==> config.mk <==
export PLATFORM = sky130hd
export DESIGN_NAME = vec_elem_loop_ctrl
export DESIGN_NICKNAME = d
export VERILOG_FILES = /design/src/rtl/vloop_pkg.sv /design/src/rtl/vloop_req_latch.sv /design/src/rtl/vloop_step_lane.sv /design/src/rtl/vloop_decide.sv /design/src/rtl/vec_elem_loop_ctrl.sv
export SDC_FILE = /design/constraint.sdc
export NUM_CORES = 1
export LEC_CHECK = 0
export BUFFER_PORTS_ARGS = -buffer_cell sky130_fd_sc_hd__buf_4
export CAP_MARGIN = 20
export CORE_ASPECT_RATIO = 0.5
export CORE_MARGIN = 2
export CORE_UTILIZATION = 50
export CTS_CLUSTER_DIAMETER = 40
export DETAILED_ROUTE_END_ITERATION = 10
export GPL_ROUTABILITY_DRIVEN = 0
export MAX_ROUTING_LAYER = met4
export PLACE_DENSITY = 0.78
export REMOVE_ABC_BUFFERS = 1
export SYNTH_ARGS = -nofsm -noshare
export SYNTH_HDL_FRONTEND = slang
export SYNTH_SLANG_ARGS = --single-unit
==> constraint.sdc <==
create_clock -name clk -period 3.43 [get_ports clk]
set_input_delay 0 -clock clk [delete_from_list [all_inputs] [get_ports clk]]
set_output_delay 0 -clock clk [all_outputs]
set_load 0.01 [all_outputs]
==> src/rtl/vloop_pkg.sv <==
package vloop_pkg;
  typedef enum logic [1:0] {
    ACT_SKIP = 2'd0,
    ACT_EXPL = 2'd1,
    ACT_VERT = 2'd2,
    ACT_HORZ = 2'd3
  } vloop_act_e;

  localparam int NUM_LANES = 2;
  localparam int LANE_SRC  = 0;
  localparam int LANE_DST  = 1;
endpackage

==> src/rtl/vloop_req_latch.sv <==
module vloop_req_latch (
  input  logic clk,
  input  logic rst,
  input  logic done_i,
  input  logic req_i,
  output logic req_o
);
  logic pend_q;

  always_ff @(posedge clk) begin
    if (rst)         pend_q <= 1'b0;
    else if (done_i) pend_q <= 1'b0;
    else if (req_i)  pend_q <= 1'b1;
  end

  assign req_o = pend_q | req_i;
endmodule

==> src/rtl/vloop_step_lane.sv <==
module vloop_step_lane #(
  parameter int STEP_W = 7
) (
  input  logic [STEP_W-1:0] step_i,
  input  logic [STEP_W-1:0] vlen_i,
  output logic              at_end_o,
  output logic [STEP_W-1:0] inc_o
);
  localparam logic [STEP_W-1:0] ONE = STEP_W'(1);

  assign at_end_o = (vlen_i != '0) && (step_i == (vlen_i - ONE));
  assign inc_o    = step_i + ONE;
endmodule

==> src/rtl/vloop_decide.sv <==
module vloop_decide
  import vloop_pkg::*;
(
  input  logic       vl_zero_i,
  input  logic       req_i,
  input  logic       vf_mode_i,
  input  logic       out_vec_i,
  input  logic       in_vec_i,
  input  logic       twin_pred_i,
  output vloop_act_e act_o,
  output logic       is_vec_o
);
  always_comb begin
    is_vec_o = twin_pred_i ? (out_vec_i | in_vec_i) : out_vec_i;
    if (vl_zero_i)      act_o = ACT_SKIP;
    else if (req_i)     act_o = ACT_EXPL;
    else if (vf_mode_i) act_o = ACT_VERT;
    else                act_o = ACT_HORZ;
  end
endmodule

==> src/rtl/vec_elem_loop_ctrl.sv <==
module vec_elem_loop_ctrl
  import vloop_pkg::*;
#(
  parameter int STEP_W = 7
) (
  input  logic              clk,
  input  logic              rst,
  input  logic              done_i,
  input  logic [STEP_W-1:0] src_step_i,
  input  logic [STEP_W-1:0] dst_step_i,
  input  logic [STEP_W-1:0] vlen_i,
  input  logic              out_vec_i,
  input  logic              in_vec_i,
  input  logic              twin_pred_i,
  input  logic              vf_mode_i,
  input  logic              step_req_i,
  input  logic              rec_en_i,
  output logic [STEP_W-1:0] src_step_o,
  output logic [STEP_W-1:0] dst_step_o,
  output logic              pc_adv_o,
  output logic              loop_rst_o,
  output logic              vf_clr_o,
  output logic              cr_we_o,
  output logic              end_test_o
);
  logic [NUM_LANES-1:0][STEP_W-1:0] cur_step;
  logic [NUM_LANES-1:0][STEP_W-1:0] inc_step;
  logic [NUM_LANES-1:0][STEP_W-1:0] nxt_step;
  logic [NUM_LANES-1:0]             lane_end;
  logic       req_eff;
  logic       is_vec;
  logic       any_end;
  vloop_act_e act;

  logic nxt_pc_adv, nxt_loop_rst, nxt_vf_clr, nxt_cr_we, nxt_end_test;

  assign cur_step[LANE_SRC] = src_step_i;
  assign cur_step[LANE_DST] = dst_step_i;

  vloop_req_latch u_req (
    .clk    (clk),
    .rst    (rst),
    .done_i (done_i),
    .req_i  (step_req_i),
    .req_o  (req_eff)
  );

  for (genvar g = 0; g < NUM_LANES; g++) begin : g_lane
    vloop_step_lane #(.STEP_W(STEP_W)) u_lane (
      .step_i   (cur_step[g]),
      .vlen_i   (vlen_i),
      .at_end_o (lane_end[g]),
      .inc_o    (inc_step[g])
    );
  end

  assign any_end = |lane_end;

  vloop_decide u_dec (
    .vl_zero_i   (vlen_i == '0),
    .req_i       (req_eff),
    .vf_mode_i   (vf_mode_i),
    .out_vec_i   (out_vec_i),
    .in_vec_i    (in_vec_i),
    .twin_pred_i (twin_pred_i),
    .act_o       (act),
    .is_vec_o    (is_vec)
  );

  always_comb begin
    nxt_step     = cur_step;
    nxt_pc_adv   = 1'b1;
    nxt_loop_rst = 1'b0;
    nxt_vf_clr   = 1'b0;
    nxt_cr_we    = 1'b0;
    nxt_end_test = 1'b0;
    unique case (act)
      ACT_SKIP, ACT_VERT: ;
      ACT_EXPL: begin
        nxt_cr_we    = rec_en_i;
        nxt_end_test = ~any_end;
        if (any_end) begin
          nxt_step     = '0;
          nxt_loop_rst = 1'b1;
          nxt_vf_clr   = 1'b1;
        end else begin
          nxt_step = inc_step;
        end
      end
      ACT_HORZ: begin
        if (is_vec && !any_end) begin
          nxt_step   = inc_step;
          nxt_pc_adv = 1'b0;
        end else begin
          nxt_step     = '0;
          nxt_loop_rst = 1'b1;
        end
      end
      default: ;
    endcase
  end

  always_ff @(posedge clk) begin
    if (rst) begin
      src_step_o <= '0;
      dst_step_o <= '0;
      pc_adv_o   <= 1'b0;
      loop_rst_o <= 1'b0;
      vf_clr_o   <= 1'b0;
      cr_we_o    <= 1'b0;
      end_test_o <= 1'b0;
    end else begin
      pc_adv_o   <= done_i & nxt_pc_adv;
      loop_rst_o <= done_i & nxt_loop_rst;
      vf_clr_o   <= done_i & nxt_vf_clr;
      cr_we_o    <= done_i & nxt_cr_we;
      end_test_o <= done_i & nxt_end_test;
      if (done_i) begin
        src_step_o <= nxt_step[LANE_SRC];
        dst_step_o <= nxt_step[LANE_DST];
      end
    end
  end
endmodule

======== Word-level counts from Yosys, hierarchy flattened ========
Index checks and enable logic that the tools add are counted.
operators by class
  add/sub/neg operators ................... 3
  eq/ne operators ......................... 4
  mux-type cells .......................... 14
  bitwise logic cells ..................... 8
  reduce and logical (&&, ||, !) cells .... 8
operators with widths
  cell                 count
  $mux 14              2
  $pmux 14 s2          1
  $add 7x1->7 const B  2
  $eq 7x7->1           2
  $mux 1               8
  $logic_not 7->1      1
  $reduce_bool 7->1    1
  $sub 7x1->7 const B  1
  $and 1x1->1          5
  $mux 2               2
  $reduce_or 2->1      2
  $logic_and 1x1->1    3
  $eq 2x1->1 const B   1
  $eq 2x2->1 const B   1
  $or 1x1->1           2
  $pmux 1 s2           1
  $logic_not 1->1      1
  $not 1->1            1
word-level totals
  register bits after elaboration ......... 20
  output and inout bits ................... 19
  word-level logic and storage cells ...... 45

======== Depth between registers and ports, before layout ========
  depth in word-level cells ............... 9
  depth in mapped cells ................... 9

======== Modules after synthesis ========
From an unflattened synthesis, not the netlist that was laid out.
unflattened totals
  cell total of the unflattened synthesis .. 176
  area total of the unflattened synthesis .. 1520.2 sq um
by module, submodules not included
  module              instances  cells each  area an instance (sq um)  sequential area each (sq um)
  vec_elem_loop_ctrl  1          97          919.6                     380.4
  vloop_step_lane     2          36          271.5                     0.0
  vloop_req_latch     1          3           33.8                      20.0
  vloop_decide        1          4           23.8                      0.0

======== Least setup slack after synthesis ========
Ideal clock, no wire load.
  path kind ............................... input port to flip-flop
  from .................................... input port vlen_i[3]
  to ...................................... register src_step_o[3]
  arrival time ............................ 1.609 ns
  setup slack ............................. 1.720 ns
  cell stages on the path ................. 8
  path through ............................ buf_2 or4_1 a2bb2o_1 buf_2 buf_4 nand3_1 a21o_1 o41ai_1
on the way
  cells in the longest elaborated chain, start to end .. 8
  elaborated cells on any way between the ends .. 16
RTL lines
  what                    line                       source
  start: declaration      vec_elem_loop_ctrl.sv:11   input logic [STEP_W-1:0] vlen_i,
  $sub 7x1->7             vloop_step_lane.sv:11      assign at_end_o = (vlen_i != '0) && (step_i == (vlen_i - ONE));
  $eq 7x7->1              vloop_step_lane.sv:11
  $logic_and 1x1->1       vloop_step_lane.sv:11
  $reduce_or 2->1         vec_elem_loop_ctrl.sv:57   assign any_end = |lane_end;
  $logic_not 1->1         vec_elem_loop_ctrl.sv:91   if (is_vec && !any_end) begin
  $logic_and 1x1->1       vec_elem_loop_ctrl.sv:91
  $mux 14                 vec_elem_loop_ctrl.sv:91
  $pmux 14 s2 *           vec_elem_loop_ctrl.sv:77   unique case (act)
  end signal: assignment  vec_elem_loop_ctrl.sv:119  src_step_o <= nxt_step[LANE_SRC];
  end: declaration        vec_elem_loop_ctrl.sv:18   output logic [STEP_W-1:0] src_step_o,
Mark *: on every way between the ends. The rest lies on a longest branch, timed or not.
A chain may end at the register's enable or synchronous reset.

======== Worst setup path in the final report ========
  from .................................... register u_req.pend_q
  to ...................................... register src_step_o[5]
on the way
  cells in the longest elaborated chain, start to end .. 5
  elaborated cells on any way between the ends .. 6
RTL lines
  what                                             line                      source
  start: declaration                               vloop_req_latch.sv:8      logic pend_q;
  start signal: assignment                         vloop_req_latch.sv:11     if (rst) pend_q <= 1'b0;
  start signal: assignment                         vloop_req_latch.sv:12     else if (done_i) pend_q <= 1'b0;
  start signal: assignment                         vloop_req_latch.sv:13     else if (req_i) pend_q <= 1'b1;
  $or 1x1->1 *                                     vloop_req_latch.sv:16     assign req_o = pend_q | req_i;
  $mux 2 *                                         vloop_decide.sv:16        else if (req_i) act_o = ACT_EXPL;
  $mux 2 *                                         vloop_decide.sv:15        if (vl_zero_i) act_o = ACT_SKIP;
  $eq 2x2->1 / $eq 2x1->1 (equally long branches)  vec_elem_loop_ctrl.sv:77
  $pmux 14 s2 *                                    vec_elem_loop_ctrl.sv:77
Marks and branches as above.

==> results_dict.tcl <==
set metrics [dict create \
    cts_buffers 3 \
    cts.clk_slew.worst_paths_ns 0.08 \
    vias_per_cell 5.82 \
    rsz0062_at_grt "false" \
    drtIter0Drc 124 \
    synthesis.instances 189 \
    diodes 0 \
    grt_overflow 0 \
    fin_crit_sh_pct 61.1 \
    ctsRootBufferMaster "clkbuf_8" \
    powerDensity_mw_per_mm2 320 \
    grt_pass1_wl_um 6660 \
    drc_errors 0 \
    setup_viol 0 \
    arrival_ns 2.24 \
    clk_latency_ns 0.26 \
    syn_area_sq_mm 0.00159 \
    ir_worst_vdd_uv 214 \
    worstPathMaxFanout 22 \
    dr_total_vias 1561 \
    initial_core_util_pct 52.7 \
    postCtsResizedCells 0 \
    setup_tns_ns 0 \
    ant_nets 0 \
    ys_ff_latch 20 \
    synth_area_per_cell_sq_um 8.41 \
    crit_type "register to register" \
    status "completed" \
    worstMarginPinSlew_ns 1.01 \
    core-area_sq_mm 0.00301 \
    layout-drive-gt1-share_pct 25.9 \
    dr.pass1.iters 4 \
    fin_skew_ns 0.00497 \
    clockBufferDepth 2 \
    yosysSeqAreaShare_pct 25.2 \
    crit_path_start_kind "register" \
    totalWireLength_um 4080 \
    synth_cell_types 40 \
    finalInstanceArea_sq_mm 0.00199 \
    die_area_sq_mm 0.00367 \
    hpwlAfterDp_um 2990 \
    crit_required_ns 3.57 \
    layout_min_cycle_time_ns 2.09 \
    hold_class "primary input to register" \
    io_buffers 48 \
    routedWlPerCell_um 15.2 \
    grt_pass1_vias 1417 \
    synthArstFlopShare_pct 0 \
    area_growth_syn_to_layout_pct 25.0 \
    drv_slew 0 \
    synthFlopType "dfxtp_1" \
    synth_warnings 0 \
    drv_cap 0 \
    cts_tree "built" \
    die_x_um 83.7 \
    max_slew_margin_pct 32.2 \
    clock_sinks 20 \
    p_leak_nw 0.797 \
    grt_antenna_before_repair 0 \
    grt_start_max_net_pins 33 \
    nNetsFinal 263 \
    die_h_um 43.9 \
    clock.fmax_mhz 477 \
    finalHoldViolations 0 \
    worst_setup_path_end_kind "register" \
    io_pins 49 \
    placed_cell_area_sq_mm 0.00192 \
    globalRouteTotalUtil_pct 23.6 \
    htreeDepth 1 \
    synth-edff-count 0 \
    num_rows 14 \
]
-- synth_stat cells (2+ instances only) --
master     n  share of area [%]
nand3_1   17                5.4
nor3_1     7                2.2
nor2_1     5                1.2
nand4_1    3                1.2
or3_1      2               0.79
inv_1      5                1.2
o211ai_1   3                1.4
or4_1      4                1.9
o41ai_1   12                6.6
xor2_1     9                5.0
buf_4      2               0.94
nand2_1    8                1.9
nor4_1     3                1.2
a21o_1    14                6.6
buf_2      3               0.94
clkbuf_1   5                1.2
xnor2_1   18                9.9
o31ai_1    2               0.94
buf_1      2               0.47
a21oi_1    4                1.3
buf_6      2                1.4
dfxtp_1   20                 25
ha_1       4                3.1
nand2b_1  19                7.5
-- cells in the final DEF, fill, tap and decap left out, drive strengths merged --
cell | Yosys | final
buf | 9 | 48
dfxtp | 20 | 20
nand2b | 19 | 19
xnor2 | 18 | 18
nand3 | 17 | 17
a21o | 14 | 14
o41ai | 12 | 12
xor2 | 9 | 9
nand2 | 8 | 8
nor3 | 7 | 7
nor2 | 6 | 6
inv | 5 | 5
or4 | 5 | 5
a21oi | 4 | 4
ha | 4 | 4
clkbuf | 5 | 4
nor4 | 4 | 4
o211ai | 3 | 3
nand4 | 3 | 3
or3 | 2 | 2
o31ai | 2 | 2
nor3b | 1 | 1
a32o | 1 | 1
o21ai | 1 | 1
or3b | 1 | 1
o211a | 1 | 1
nor4b | 1 | 1
or2 | 1 | 1
a2bb2o | 1 | 1
and2 | 1 | 1
a2bb2oi | 1 | 1
o31a | 1 | 1
o311a | 1 | 1
o21ba | 1 | 1
dlygate4sd3 | 0 | 1
-- worst max-delay path, stage by stage, from the launching register on --
cell	delay (ns)
dfxtp_1	0.31
nor2_1	0.29
a2bb2o_1	0.72
nor3_1	0.17
xnor2_1	0.16
o41ai_1	0.32
-- what timing repair did --
item / in CTS / in global routing
endpoints found under the setup margin: 0 / 0
setup buffers: 0 / 0
hold buffers: 1 / 0
endpoints found under the hold margin: 1 / 0
-- layout make-up --
type / instances / area, sq um
clock buffers: 4 / 55.1
fillers: 275 / 1030
inverters: 5 / 18.8
multi-input cells: 150 / 1090
flip-flops and latches: 20 / 400
well taps: 40 / 50.0
repair buffers: 49 / 370
-- flip-flops by register name, summed over array words and instances (netlist names) --
register and cells:
cr_we_o 1, dst_step_o 7, end_test_o 1, loop_rst_o 1
pc_adv_o 1, src_step_o 7, u_req.pend_q 1, vf_clr_o 1
-- report_power, final --
part	total [mW]	internal (mW)	switching (mW)
sequential	0.257	0.249	0.00854
clock	0.187	0.102	0.0847
combinational	0.190	0.0928	0.0975
-- kinds of logic after synthesis --
logic type / share of synthesized area, %
compound gates: 21.4
xor+xnor: 14.9
fa+ha+maj: 3.15
buf+inv: 6.14
flops: 25.2
simple gates: 29.2
-- per-stage QoR --
stage / utilization (%) / hold slack (ns) / power (mW) / cells / setup WS (ns)
after floorplan: - / 0.0768 / 0.359 / 175 / 1.66
after global placement: 63.7 / 0.221 / 0.448 / 263 / 1.15
after detailed placement: 63.7 / 0.228 / 0.451 / 263 / 1.09
after CTS: 65.9 / 0.0507 / 0.635 / 268 / 1.35
after global routing: 65.9 / 0.0465 / 0.663 / 268 / 1.17
final: 65.9 / 0.0478 / 0.635 / 268 / 1.34
-- metal layers --
layer  up-vias  wire (um)  track usage [%]
li1        773          -                -
met1       733       1870             31.1
met5         -          0                -
met4         0         17             3.87
met3         2        278             4.19
met2        53       1920             39.2
-- worst paths after layout --
path,endpoint,cells after the start,from,slack [ns]
worst max-delay path,src_step_o[5]$_SDFFE_PP0P_,5,u_req.pend_q$_SDFFE_PP0P_,1.34
worst min-delay path,pc_adv_o$_SDFF_PP0_,3,step_req_i,0.05
worst max register to register,src_step_o[5]$_SDFFE_PP0P_,5,u_req.pend_q$_SDFFE_PP0P_,1.34
worst min register to register,pc_adv_o$_SDFF_PP0_,2,u_req.pend_q$_SDFFE_PP0P_,0.57
(Power assumes the default switching activity.)
